===== src/rtl/sensor_tg_pkg.sv =====
package sensor_tg_pkg;
    typedef enum logic [2:0] {
        TG_IDLE,
        TG_PRIME,
        TG_XFER,
        TG_SHIFT,
        TG_HBLK,
        TG_VBLK
    } tg_state_e;
endpackage


===== src/rtl/sensor_tg_ticker.sv =====
module sensor_tg_ticker #(
    parameter int W = 8
) (
    input  logic         clk,
    input  logic         rst_n,
    input  logic         clr,
    input  logic         en,
    output logic [W-1:0] cnt
);
    always_ff @(posedge clk or negedge rst_n) begin
        if (!rst_n)      cnt <= '0;
        else if (clr)    cnt <= '0;
        else if (en)     cnt <= cnt + W'(1);
    end
endmodule


===== src/rtl/sensor_tg_rise.sv =====
module sensor_tg_rise (
    input  logic clk,
    input  logic rst_n,
    input  logic din,
    output logic rise
);
    logic prev_q;
    always_ff @(posedge clk or negedge rst_n) begin
        if (!rst_n) prev_q <= 1'b0;
        else        prev_q <= din;
    end
    assign rise = din & ~prev_q;
endmodule


===== src/rtl/sensor_tg_rowptr.sv =====
module sensor_tg_rowptr #(
    parameter int ROWS = 1032,
    localparam int RW = $clog2(ROWS + 1)
) (
    input  logic          clk,
    input  logic          rst_n,
    input  logic          clr,
    input  logic          step,
    input  logic [RW-1:0] lead,
    output logic [RW-1:0] rd_row,
    output logic [RW-1:0] rst_row,
    output logic          rd_last,
    output logic          lead_wraps
);
    logic [RW:0] sum;

    always_ff @(posedge clk or negedge rst_n) begin
        if (!rst_n)        rd_row <= '0;
        else if (clr)      rd_row <= '0;
        else if (step)     rd_row <= rd_last ? '0 : rd_row + RW'(1);
    end

    assign rd_last    = (rd_row == RW'(ROWS - 1));
    assign sum        = {1'b0, rd_row} + {1'b0, lead};
    assign lead_wraps = (sum >= (RW+1)'(ROWS));
    assign rst_row    = lead_wraps ? RW'(sum - (RW+1)'(ROWS)) : sum[RW-1:0];

    // the read pointer wraps to row 0 after the last row
    assert_row_wrap_R3: assert property (@(posedge clk) disable iff (!rst_n)
        (step && !clr && rd_last) |=> (rd_row == '0));
endmodule


===== src/rtl/sensor_tg_top.sv =====
module sensor_tg_top #(
    parameter int ROWS     = 1032,
    parameter int ACT_COLS = 1288,
    parameter int BLK_COLS = 24,
    parameter int HW       = 12,
    parameter int VW       = 8,
    parameter int DW       = 10,
    localparam int LINE = ACT_COLS + BLK_COLS,
    localparam int RW   = $clog2(ROWS + 1),
    localparam int CW   = $clog2(LINE),
    localparam int CYW  = ((CW > HW) ? CW : HW) + 2,
    localparam int SW   = (RW > VW) ? RW : VW
) (
    input  logic          clk,
    input  logic          rst_n,
    input  logic          soft_rst,
    input  logic          snap_mode,
    input  logic          snap_req,
    input  logic [RW-1:0] int_rows,
    input  logic [HW-1:0] hblank,
    input  logic [VW-1:0] vblank,
    input  logic [DW-1:0] adc_data,
    output logic          rst_strobe,
    output logic [RW-1:0] rst_row,
    output logic          xfer_strobe,
    output logic [RW-1:0] rd_row,
    output logic [CW-1:0] col_addr,
    output logic          black_col,
    output logic          pix_valid,
    output logic          hsync,
    output logic          vsync,
    output logic          frame_start,
    output logic          busy,
    output logic [DW-1:0] pix_out
);
    import sensor_tg_pkg::*;

    tg_state_e      state_q, state_d;
    logic           snap_run_q, run_set, run_clr;
    logic           snap_rise;
    logic [CYW-1:0] cyc, slot_max;
    logic [SW-1:0]  sub;
    logic           cyc_clr, sub_clr, sub_en, slot_end;
    logic           row_step, row_clr, line_done;
    logic [RW-1:0]  n_eff, lead_row;
    logic           rd_last, lead_wraps;

    always_comb begin
        if (int_rows == '0)               n_eff = RW'(1);
        else if (int_rows > RW'(ROWS))    n_eff = RW'(ROWS);
        else                              n_eff = int_rows;
    end

    assign slot_max = CYW'(LINE) + CYW'(hblank);
    assign slot_end = (cyc == slot_max);

    sensor_tg_rise u_rise (
        .clk(clk), .rst_n(rst_n), .din(snap_req), .rise(snap_rise)
    );

    sensor_tg_ticker #(.W(CYW)) u_cyc (
        .clk(clk), .rst_n(rst_n), .clr(cyc_clr), .en(1'b1), .cnt(cyc)
    );

    sensor_tg_ticker #(.W(SW)) u_sub (
        .clk(clk), .rst_n(rst_n), .clr(sub_clr), .en(sub_en), .cnt(sub)
    );

    sensor_tg_rowptr #(.ROWS(ROWS)) u_rows (
        .clk(clk), .rst_n(rst_n), .clr(row_clr), .step(row_step),
        .lead(n_eff), .rd_row(rd_row), .rst_row(lead_row),
        .rd_last(rd_last), .lead_wraps(lead_wraps)
    );

    // next state
    always_comb begin
        state_d   = state_q;
        row_step  = 1'b0;
        row_clr   = soft_rst;
        run_set   = 1'b0;
        run_clr   = soft_rst;
        line_done = 1'b0;
        unique case (state_q)
            TG_IDLE: begin
                if (!snap_mode) begin
                    state_d = TG_XFER;
                end else if (snap_rise) begin
                    state_d = TG_PRIME;
                    run_set = 1'b1;
                    row_clr = 1'b1;
                end
            end
            TG_PRIME:
                if (slot_end && sub == SW'(n_eff) - SW'(1)) state_d = TG_XFER;
            TG_XFER:
                state_d = TG_SHIFT;
            TG_SHIFT: begin
                if (cyc == CYW'(LINE - 1)) begin
                    if (snap_run_q && rd_last) begin
                        state_d  = TG_IDLE;
                        run_clr  = 1'b1;
                        row_step = 1'b1;
                    end else if (hblank == '0) begin
                        line_done = 1'b1;
                    end else begin
                        state_d = TG_HBLK;
                    end
                end
            end
            TG_HBLK:
                if (cyc == CYW'(hblank) - CYW'(1)) line_done = 1'b1;
            TG_VBLK:
                if (slot_end && sub == SW'(vblank) - SW'(1)) state_d = TG_XFER;
            default:
                state_d = TG_IDLE;
        endcase
        if (line_done) begin
            row_step = 1'b1;
            if (!rd_last)           state_d = TG_XFER;
            else if (snap_mode)     state_d = TG_IDLE;
            else if (vblank != '0)  state_d = TG_VBLK;
            else                    state_d = TG_XFER;
        end
        if (soft_rst) state_d = TG_IDLE;
    end

    assign cyc_clr = soft_rst || (state_d != state_q) ||
                     ((state_q == TG_PRIME || state_q == TG_VBLK) && slot_end);
    assign sub_clr = soft_rst || (state_d != state_q);
    assign sub_en  = (state_q == TG_PRIME || state_q == TG_VBLK) && slot_end;

    // state register
    always_ff @(posedge clk or negedge rst_n) begin
        if (!rst_n) begin
            state_q    <= TG_IDLE;
            snap_run_q <= 1'b0;
        end else begin
            state_q <= state_d;
            if (run_clr)      snap_run_q <= 1'b0;
            else if (run_set) snap_run_q <= 1'b1;
        end
    end

    // outputs
    always_comb begin
        rst_strobe  = 1'b0;
        rst_row     = '0;
        xfer_strobe = 1'b0;
        col_addr    = '0;
        black_col   = 1'b0;
        hsync       = 1'b0;
        vsync       = 1'b0;
        frame_start = 1'b0;
        unique case (state_q)
            TG_PRIME: begin
                rst_strobe = (cyc == '0);
                rst_row    = sub[RW-1:0];
            end
            TG_XFER: begin
                xfer_strobe = 1'b1;
                vsync       = 1'b1;
                rst_strobe  = snap_run_q ? !lead_wraps : 1'b1;
                rst_row     = lead_row;
                frame_start = (rd_row == '0);
            end
            TG_SHIFT: begin
                hsync     = 1'b1;
                vsync     = 1'b1;
                col_addr  = cyc[CW-1:0];
                black_col = (cyc >= CYW'(ACT_COLS));
            end
            TG_HBLK:  vsync = 1'b1;
            default: ;
        endcase
    end

    assign pix_valid = hsync;
    assign busy      = snap_run_q;
    assign pix_out   = hsync ? adc_data : '0;

    // a transfer is followed by the first shifted pixel
    assert_xfer_then_shift_R2: assert property (@(posedge clk) disable iff (!rst_n)
        (xfer_strobe && !soft_rst) |=> (hsync && col_addr == '0));

    // line sync only inside the frame window
    assert_hsync_in_frame_R3: assert property (@(posedge clk) disable iff (!rst_n)
        hsync |-> vsync);

    // soft reset clears framing within one clock
    assert_soft_clear_R8: assert property (@(posedge clk) disable iff (!rst_n)
        soft_rst |=> (!vsync && !hsync && !xfer_strobe && !busy && rd_row == '0));

    // capture ends only after the final pixel of a line
    assert_busy_end_R7: assert property (@(posedge clk) disable iff (!rst_n)
        ($fell(busy) && !$past(soft_rst)) |->
            ($past(hsync) && $past(col_addr) == CW'(LINE - 1)));
endmodule


===== config.mk =====
export PLATFORM = sky130hd
export DESIGN_NAME = sensor_tg_top
export DESIGN_NICKNAME = d
export VERILOG_FILES = /design/src/rtl/sensor_tg_pkg.sv /design/src/rtl/sensor_tg_ticker.sv /design/src/rtl/sensor_tg_rise.sv /design/src/rtl/sensor_tg_rowptr.sv /design/src/rtl/sensor_tg_top.sv
export SDC_FILE = /design/constraint.sdc
export NUM_CORES = 1
export LEC_CHECK = 0
export BUFFER_PORTS_ARGS = -buffer_cell sky130_fd_sc_hd__buf_2
export CAP_MARGIN = 20
export CORE_UTILIZATION = 46
export CTS_CLUSTER_DIAMETER = 120
export DETAILED_ROUTE_END_ITERATION = 7
export PLACE_DENSITY_LB_ADDON = 0.25
export SETUP_SLACK_MARGIN = 0.02
export SLEW_MARGIN = 20
export SYNTH_ARGS = -nofsm -noshare
export SYNTH_HDL_FRONTEND = slang
export SYNTH_SLANG_ARGS = --single-unit

===== constraint.sdc =====
create_clock -name clk -period 6.9 [get_ports clk]
set_input_delay 0.69 -clock clk [delete_from_list [all_inputs] [get_ports clk]]
set_output_delay 0.69 -clock clk [all_outputs]
set_load 0.03 [all_outputs]

# Word-level counts from Yosys, hierarchy flattened
# Cells that the tools add are included.
[totals]
input_bits = 46
wordCells = 102
reg_bits = 41
[op_classes]
reduce_logical = 18
n_lt_le_gt_ge = 3
n_mux = 52
n_addsub = 9
n_bitwise = 2
n_eq_ne = 12
[ops]
columns = ["op", "n"]
rows = [
  ["11-bit 2-to-1 mux", 9],
  ["3-bit 2-to-1 mux", 12],
  ["1-bit 2-to-1 mux", 25],
  ["11-bit by 1-bit adder with 11-bit output (second input constant)", 2],
  ["11-bit equality test", 2],
  ["11-bit logical NOT", 2],
  ["11-bit one-hot mux with 2 select lines", 1],
  ["3-bit one-hot mux with 6 select lines", 1],
  ["14-bit by 1-bit adder with 14-bit output (second input constant)", 1],
  ["14-bit by 11-bit equality test with 1-bit output (second input constant)", 1],
  ["14-bit by 13-bit equality test with 1-bit output", 1],
  ["14-bit equality test", 1],
  ["14-bit by 11-bit greater-or-equal comparator with 1-bit output (second input constant)", 1],
  ["14-bit logical NOT", 1],
  ["14-bit 2-to-1 mux", 1],
  ["11-bit by 12-bit adder with 13-bit output (first input constant)", 1],
  ["12-bit by 1-bit subtractor with 13-bit output (second input constant)", 1],
  ["11-bit by 11-bit adder with 12-bit output", 1],
  ["12-bit by 11-bit greater-or-equal comparator with 1-bit output (second input constant)", 1],
  ["12-bit logical NOT", 1],
  ["11-bit equality test (second input constant)", 1],
  ["11-bit greater-than comparator (second input constant)", 1],
  ["11-bit by 1-bit subtractor with 11-bit output (second input constant)", 1],
  ["11-bit subtractor (second input constant)", 1],
  ["16 further kinds", 26],
]

# Logic depth before layout (Yosys ltp)
[logic_depth]
word_depth = 14
depth_mapped = 17

# Cells and area by module
# From an unflattened synthesis, not the netlist that was laid out.
[unflattened]
cells_unflattened = 678
area_unflattened_um2 = 5366.4
[by_module_without_submodules]
columns = ["mod", "n_inst", "area_each_um2", "cells_per_inst"]
rows = [
  ["sensor_tg_top", 1, 2625.0, 383],
  ["sensor_tg_rowptr", 1, 1416.4, 169],
  ["sensor_tg_ticker (u_cyc)", 1, 729.4, 70],
  ["sensor_tg_ticker (u_sub)", 1, 556.8, 54],
  ["sensor_tg_rise", 1, 38.8, 2],
]

# Least setup slack after synthesis
# No wires, ideal clock.
[synth_path]
kind = "input to output"
start = "input int_rows[10]"
end = "output rst_row[6]"
path_buffers = 3
t_arrival_ns = 4.672
path_slack_ns = 1.538
required_time_ns = 6.210
cell_stages = 17
cell_sequence = "clkbuf_1 buf_1 nor3_1 nor2_1 o32ai_1 ha_1 fa_1 a21o_1 a221oi_1 xor2_1 o2111a_1 o211ai_1 a221o_1 clkbuf_1 nand4_1 xnor2_1 o21ai_0"
[synth_between]
elab_chain_len = 7
elab_cells_between_ends = 9
[synth_lines]
columns = ["element", "line_no", "source"]
rows = [
  ["start: declaration", "sensor_tg_top.sv:19", "input logic [RW-1:0] int_rows,"],
  ["11-bit greater-than comparator", "sensor_tg_top.sv:50", "else if (int_rows > RW'(ROWS)) n_eff = RW'(ROWS);"],
  ["11-bit 2-to-1 mux", "sensor_tg_top.sv:50", ""],
  ["11-bit 2-to-1 mux *", "sensor_tg_top.sv:49", "if (int_rows == '0) n_eff = RW'(1);"],
  ["11-bit by 11-bit adder with 12-bit output *", "sensor_tg_rowptr.sv:24", "assign sum = {1'b0, rd_row} + {1'b0, lead};"],
  ["11-bit subtractor / 12-bit by 11-bit greater-or-equal comparator with 1-bit output (equally long branches)", "sensor_tg_rowptr.sv:26, sensor_tg_rowptr.sv:25", ""],
  ["11-bit 2-to-1 mux *", "sensor_tg_rowptr.sv:26", "assign rst_row = lead_wraps ? RW'(sum - (RW+1)'(ROWS)) : sum[RW-1:0];"],
  ["11-bit one-hot mux with 2 select lines *", "sensor_tg_top.sv:154", "unique case (state_q)"],
  ["end: declaration", "sensor_tg_top.sv:24", "output logic [RW-1:0] rst_row,"],
]
# Mark *: on every way between the ends. The rest lies on a longest branch, timed or not.

# Worst setup path in the final report
[layout_path]
start = "input int_rows[8]"
end = "output rst_strobe"
[layout_between]
elab_chain_len = 8
elab_cells_between_ends = 9
[layout_lines]
columns = ["element", "line_no", "source"]
rows = [
  ["11-bit greater-than comparator", "sensor_tg_top.sv:50", ""],
  ["11-bit 2-to-1 mux", "sensor_tg_top.sv:50", ""],
  ["11-bit 2-to-1 mux *", "sensor_tg_top.sv:49", ""],
  ["11-bit by 11-bit adder with 12-bit output *", "sensor_tg_rowptr.sv:24", ""],
  ["12-bit by 11-bit greater-or-equal comparator with 1-bit output *", "sensor_tg_rowptr.sv:25", "assign lead_wraps = (sum >= (RW+1)'(ROWS));"],
  ["1-bit logical NOT *", "sensor_tg_top.sv:162", "rst_strobe = snap_run_q ? !lead_wraps : 1'b1;"],
  ["1-bit 2-to-1 mux *", "sensor_tg_top.sv:162", ""],
  ["1-bit one-hot mux with 2 select lines *", "sensor_tg_top.sv:154", ""],
  ["end: declaration", "sensor_tg_top.sv:23", "output logic rst_strobe,"],
]
# Marked as above.

==> impl_summary.txt <==
----------------------------------------------------
[CTS]
  Hold_buf cts ... 0
  Library cell used as clock root buffer ... clkbuf_16
  Num Clock Sinks ... 41
  CTS tree ... yes
  Largest buffer count on any clock path ... 2
  Total CTS buffers ... 5
  Maximum level of the CTS H-tree ... 2
  Clock Pin Slew Worst Setup and Hold Paths ... ~0.060 ns
  Clock latency on the worst-skew pair ... between 0.2 and 0.3 ns
  Total setup buffers inserted after CTS ... 0
  PostCTS Resize Cnt ... 0

[Timing]
  Slew at the pin closest to its max-slew limit ... 0.9659 ns
  Sum of negative setup slack ... 0 ns
  Post-Route Skew ... around 0.0073 ns
  Number of hold violations in the final report ... 0
  Worst slew margin ... around a third
  Final max-slew violation count ... 0
  Achievable frequency ... 175.9 MHz
  Number of endpoints failing setup at the final stage ... 0
  Part of the cycle the worst path needs ... between 80% and 90%
  Post-layout min period ... approximately 5.7 ns
  RSZ-0062 raised after global routing ... no

[Setup path]
  Endpoint type of the worst setup path ... primary output
  Critical path class ... in -> out
  Crit path DAT ... roughly 5 ns
  Kind of start point of the critical path ... input pin
  Required time of the critical path ... between 6 and 7 ns
  CP Max Fanout ... 7

[GRT]
  Pin count of the biggest net entering global routing ... between 40 and 50
  Global-route usage over all layers ... 27.15%
  Antenna violations before repair ... 0
  Total gr overflow ... 0
  Number of global-route vias before repair ... between 4,000 and 5,000
  First-pass GRT wire length ... 25,080 µm

[Yosys]
  Number of distinct library cell variants in the gate-level netlist after synthesis ... 81
  Asr flop ratio synth ... between 90% and 100%
  Mapped Avg Cell Area ... between 7 and 8 µm²
  Yosys Warn Count ... 0
  Number of enable-type register cells in the synthesized netlist ... 0
  Most used DFF post-synth ... dfrtp_1
  Part of the Yosys area used for sequential elements ... 19.73%
  Gate Count Post-Synth ... about 680
  Flip-flop and latch count after synthesis ... a little over 40
  Area of the mapped netlist ... 0.005200 mm²
  Number of nets in the synthesized netlist ... around 750

[Finish]
  Layout cell share with drive strength beyond 1 ... about a fifth
  Number of filler instances in the final layout ... around 1,100
  Commonest non-fill, non-tap cell in the layout ... buf_2
  Commonest cells after routing, fill and taps aside ... buf_2 (96), nand2_1 (61), xnor2_1 (42)
  Area of the multi-input gates ... ~0.0038 mm²
  Area taken by flip-flops and latches ... between 0.001 and 0.0015 mm²
  Antenna diode count ... 0
  Number of standard cells in the final layout excluding fillers ... 877
  Number of nets in the layout ... just over 800
  Synthesis-to-finish area growth ... 12.01%

[Outcome]
  Run status ... finished, final reports clean

[Drt]
  Total routed wirelength ... 15,820 µm
  Via density ... ~6
  DR DRC count ... 0
  Count of nets left with antenna violations after detail routing ... 0
  Detailed Route Iter0 Violations ... around 280
  Count of vias placed by the detailed router ... between 5,000 and 6,000
  DRT Pass-1 Iters ... 5
  Wire length per cell after detailed routing ... 18.04 µm

[Place]
  Buffers added on ports ... 96
  Cell Count Post-Placement ... about 870
  Final GP Congestion ... approximately 0.9
  Final HPWL from detailed placement ... ~12,000 µm

[Power]
  Total Power Consumption ... between 700 and 800 µW
  Leak Pwr ... 2.631 nW
  Worst supply voltage drop on vdd ... about 0.098 mV
  Power density over the cells ... roughly 130 mW/mm²

[Floorplan]
  FP Rows ... 38
  Placeable Area ... around 0.011 mm²
  Horiz. Die Dim ... roughly 110 µm
  Number of placed I/O pins ... between 90 and 100
  Die Outline Area ... about 0.012 mm²
  Die Y-Extent ... approximately 110 µm
  Starting density of the core ... 47.55%

[Worst hold path]
  Hold Path Class ... in -> reg

[Run]
  Number of max-cap violations ... 0

----------------------------------------------------
-- sequential cells by signal (all words and copies together), names as in the netlist --
register / cells
state_q: 3
busy: 1
u_rows.rd_row: 11
u_sub.cnt: 11
u_rise.prev_q: 1
u_cyc.cnt: 14
-- power by group --
group	internal (mW)	leakage, nW	switching [mW]
clock network	0.181	0.0841	0.0964
registers	0.244	0.567	0.00935
logic	0.0682	1.98	0.137
-- worst max-delay path, stage by stage --
cell,delay [ns]
buf_2,0.14
nor4_1,0.82
nand2_1,0.18
o32ai_1,0.48
ha_1,0.28
fa_1,0.22
a21o_1,0.15
a221oi_1,0.11
xor2_1,0.36
o2111a_1,0.30
o211ai_1,0.15
a221o_1,0.47
a21oi_1,0.29
a41o_1,0.15
buf_2,0.20
-- metal layers --
metal	global-route usage [%]	share of wire, %	vias to the layer above	routed length, µm
met2	45.63	48	159	7525
li1	-	-	2586	-
met5	0	0	-	0
met4	7.239	1.4	0	221
met1	36.49	46	2612	7275
met3	3.556	5.1	19	800
-- synth_stat cells, types with 4 or more instances --
cell type / count / share of area, %
a211o_1: 4 / 0.67
a21o_1: 11 / 1.6
a21oi_1: 22 / 2.1
a22o_1: 4 / 0.67
a31oi_1: 5 / 0.60
and3_1: 36 / 4.3
buf_2: 4 / 0.39
clkbuf_1: 37 / 2.7
dfrtp_1: 41 / 20
ha_1: 23 / 5.5
inv_1: 28 / 2.0
nand2_1: 61 / 4.4
nand2b_1: 8 / 0.96
nand3_1: 21 / 2.0
nand4_1: 18 / 2.2
nor2_1: 34 / 2.5
nor2b_1: 14 / 1.7
nor3_1: 25 / 2.4
nor3_2: 21 / 4.0
nor3b_1: 7 / 1.0
nor4_1: 19 / 2.3
o211ai_1: 6 / 0.87
o21ai_0: 35 / 3.4
o31ai_1: 6 / 0.87
or2_2: 6 / 0.72
or3_1: 12 / 1.4
or4_1: 9 / 1.3
xnor2_1: 42 / 7.1
xor2_1: 36 / 6.1
-- through the flow --
| stage | hold WS [ns] | area (µm²) | util [%] | setup slack [ns] |
|---|---|---|---|---|
| after floorplan | 0.3944 | 5200 | - | 1.538 |
| after global placement | 0.5787 | 5649 | 51.66 | 1.549 |
| after detailed placement | 0.5861 | 5649 | 51.66 | 1.360 |
| after CTS | 0.5258 | 5822 | 53.24 | 1.331 |
| after global routing | 0.5298 | 5824 | 53.26 | 0.9035 |
| final | 0.5279 | 5824 | 53.26 | 1.215 |
-- final timing paths --
| check | from | endpoint | slack, ns | cells after the start |
|---|---|---|---|---|
| setup / recovery | int_rows[8] | rst_strobe | 1.22 | 15 |
| min in group asynchronous | rst_n | u_cyc.cnt[10]$_DFF_PN0_ | 0.54 | 1 |
| hold / removal | snap_req | u_rise.prev_q$_DFF_PN0_ | 0.53 | 1 |
| setup reg to reg | u_cyc.cnt[5]$_DFF_PN0_ | u_sub.cnt[8]$_DFFE_PN0P_ | 3.39 | 9 |
| max in group asynchronous | rst_n | u_sub.cnt[9]$_DFFE_PN0P_ | 5.76 | 1 |
| hold reg to reg | u_rows.rd_row[10]$_DFFE_PN0P_ | u_rows.rd_row[10]$_DFFE_PN0P_ | 0.60 | 1 |
-- final cells by class --
class                      instances  area share, %
clock buffer                       7          2.449
clock inverter                     1         0.5156
inverter                          29          1.869
multi-input combinational        561          66.04
sequential                        41          17.62
tap                              140          3.008
timing repair buffer              98          8.507
-- kinds of logic (layout without fill, tap and decap cells) --
logic type | count (synthesis) | in the layout | share of synthesized area [%]
AOI/OAI and AO/OA | 145 | 145 | 19.73
xor gates and xnor gates | 78 | 78 | 13.14
adders and majority gates | 24 | 24 | 5.919
buffers and inverters | 79 | 135 | 6.352
DFF | 41 | 41 | 19.73
muxes | 3 | 3 | 0.6015
and+or+nand+nor | 311 | 311 | 34.53
(Power assumes the default switching activity.)
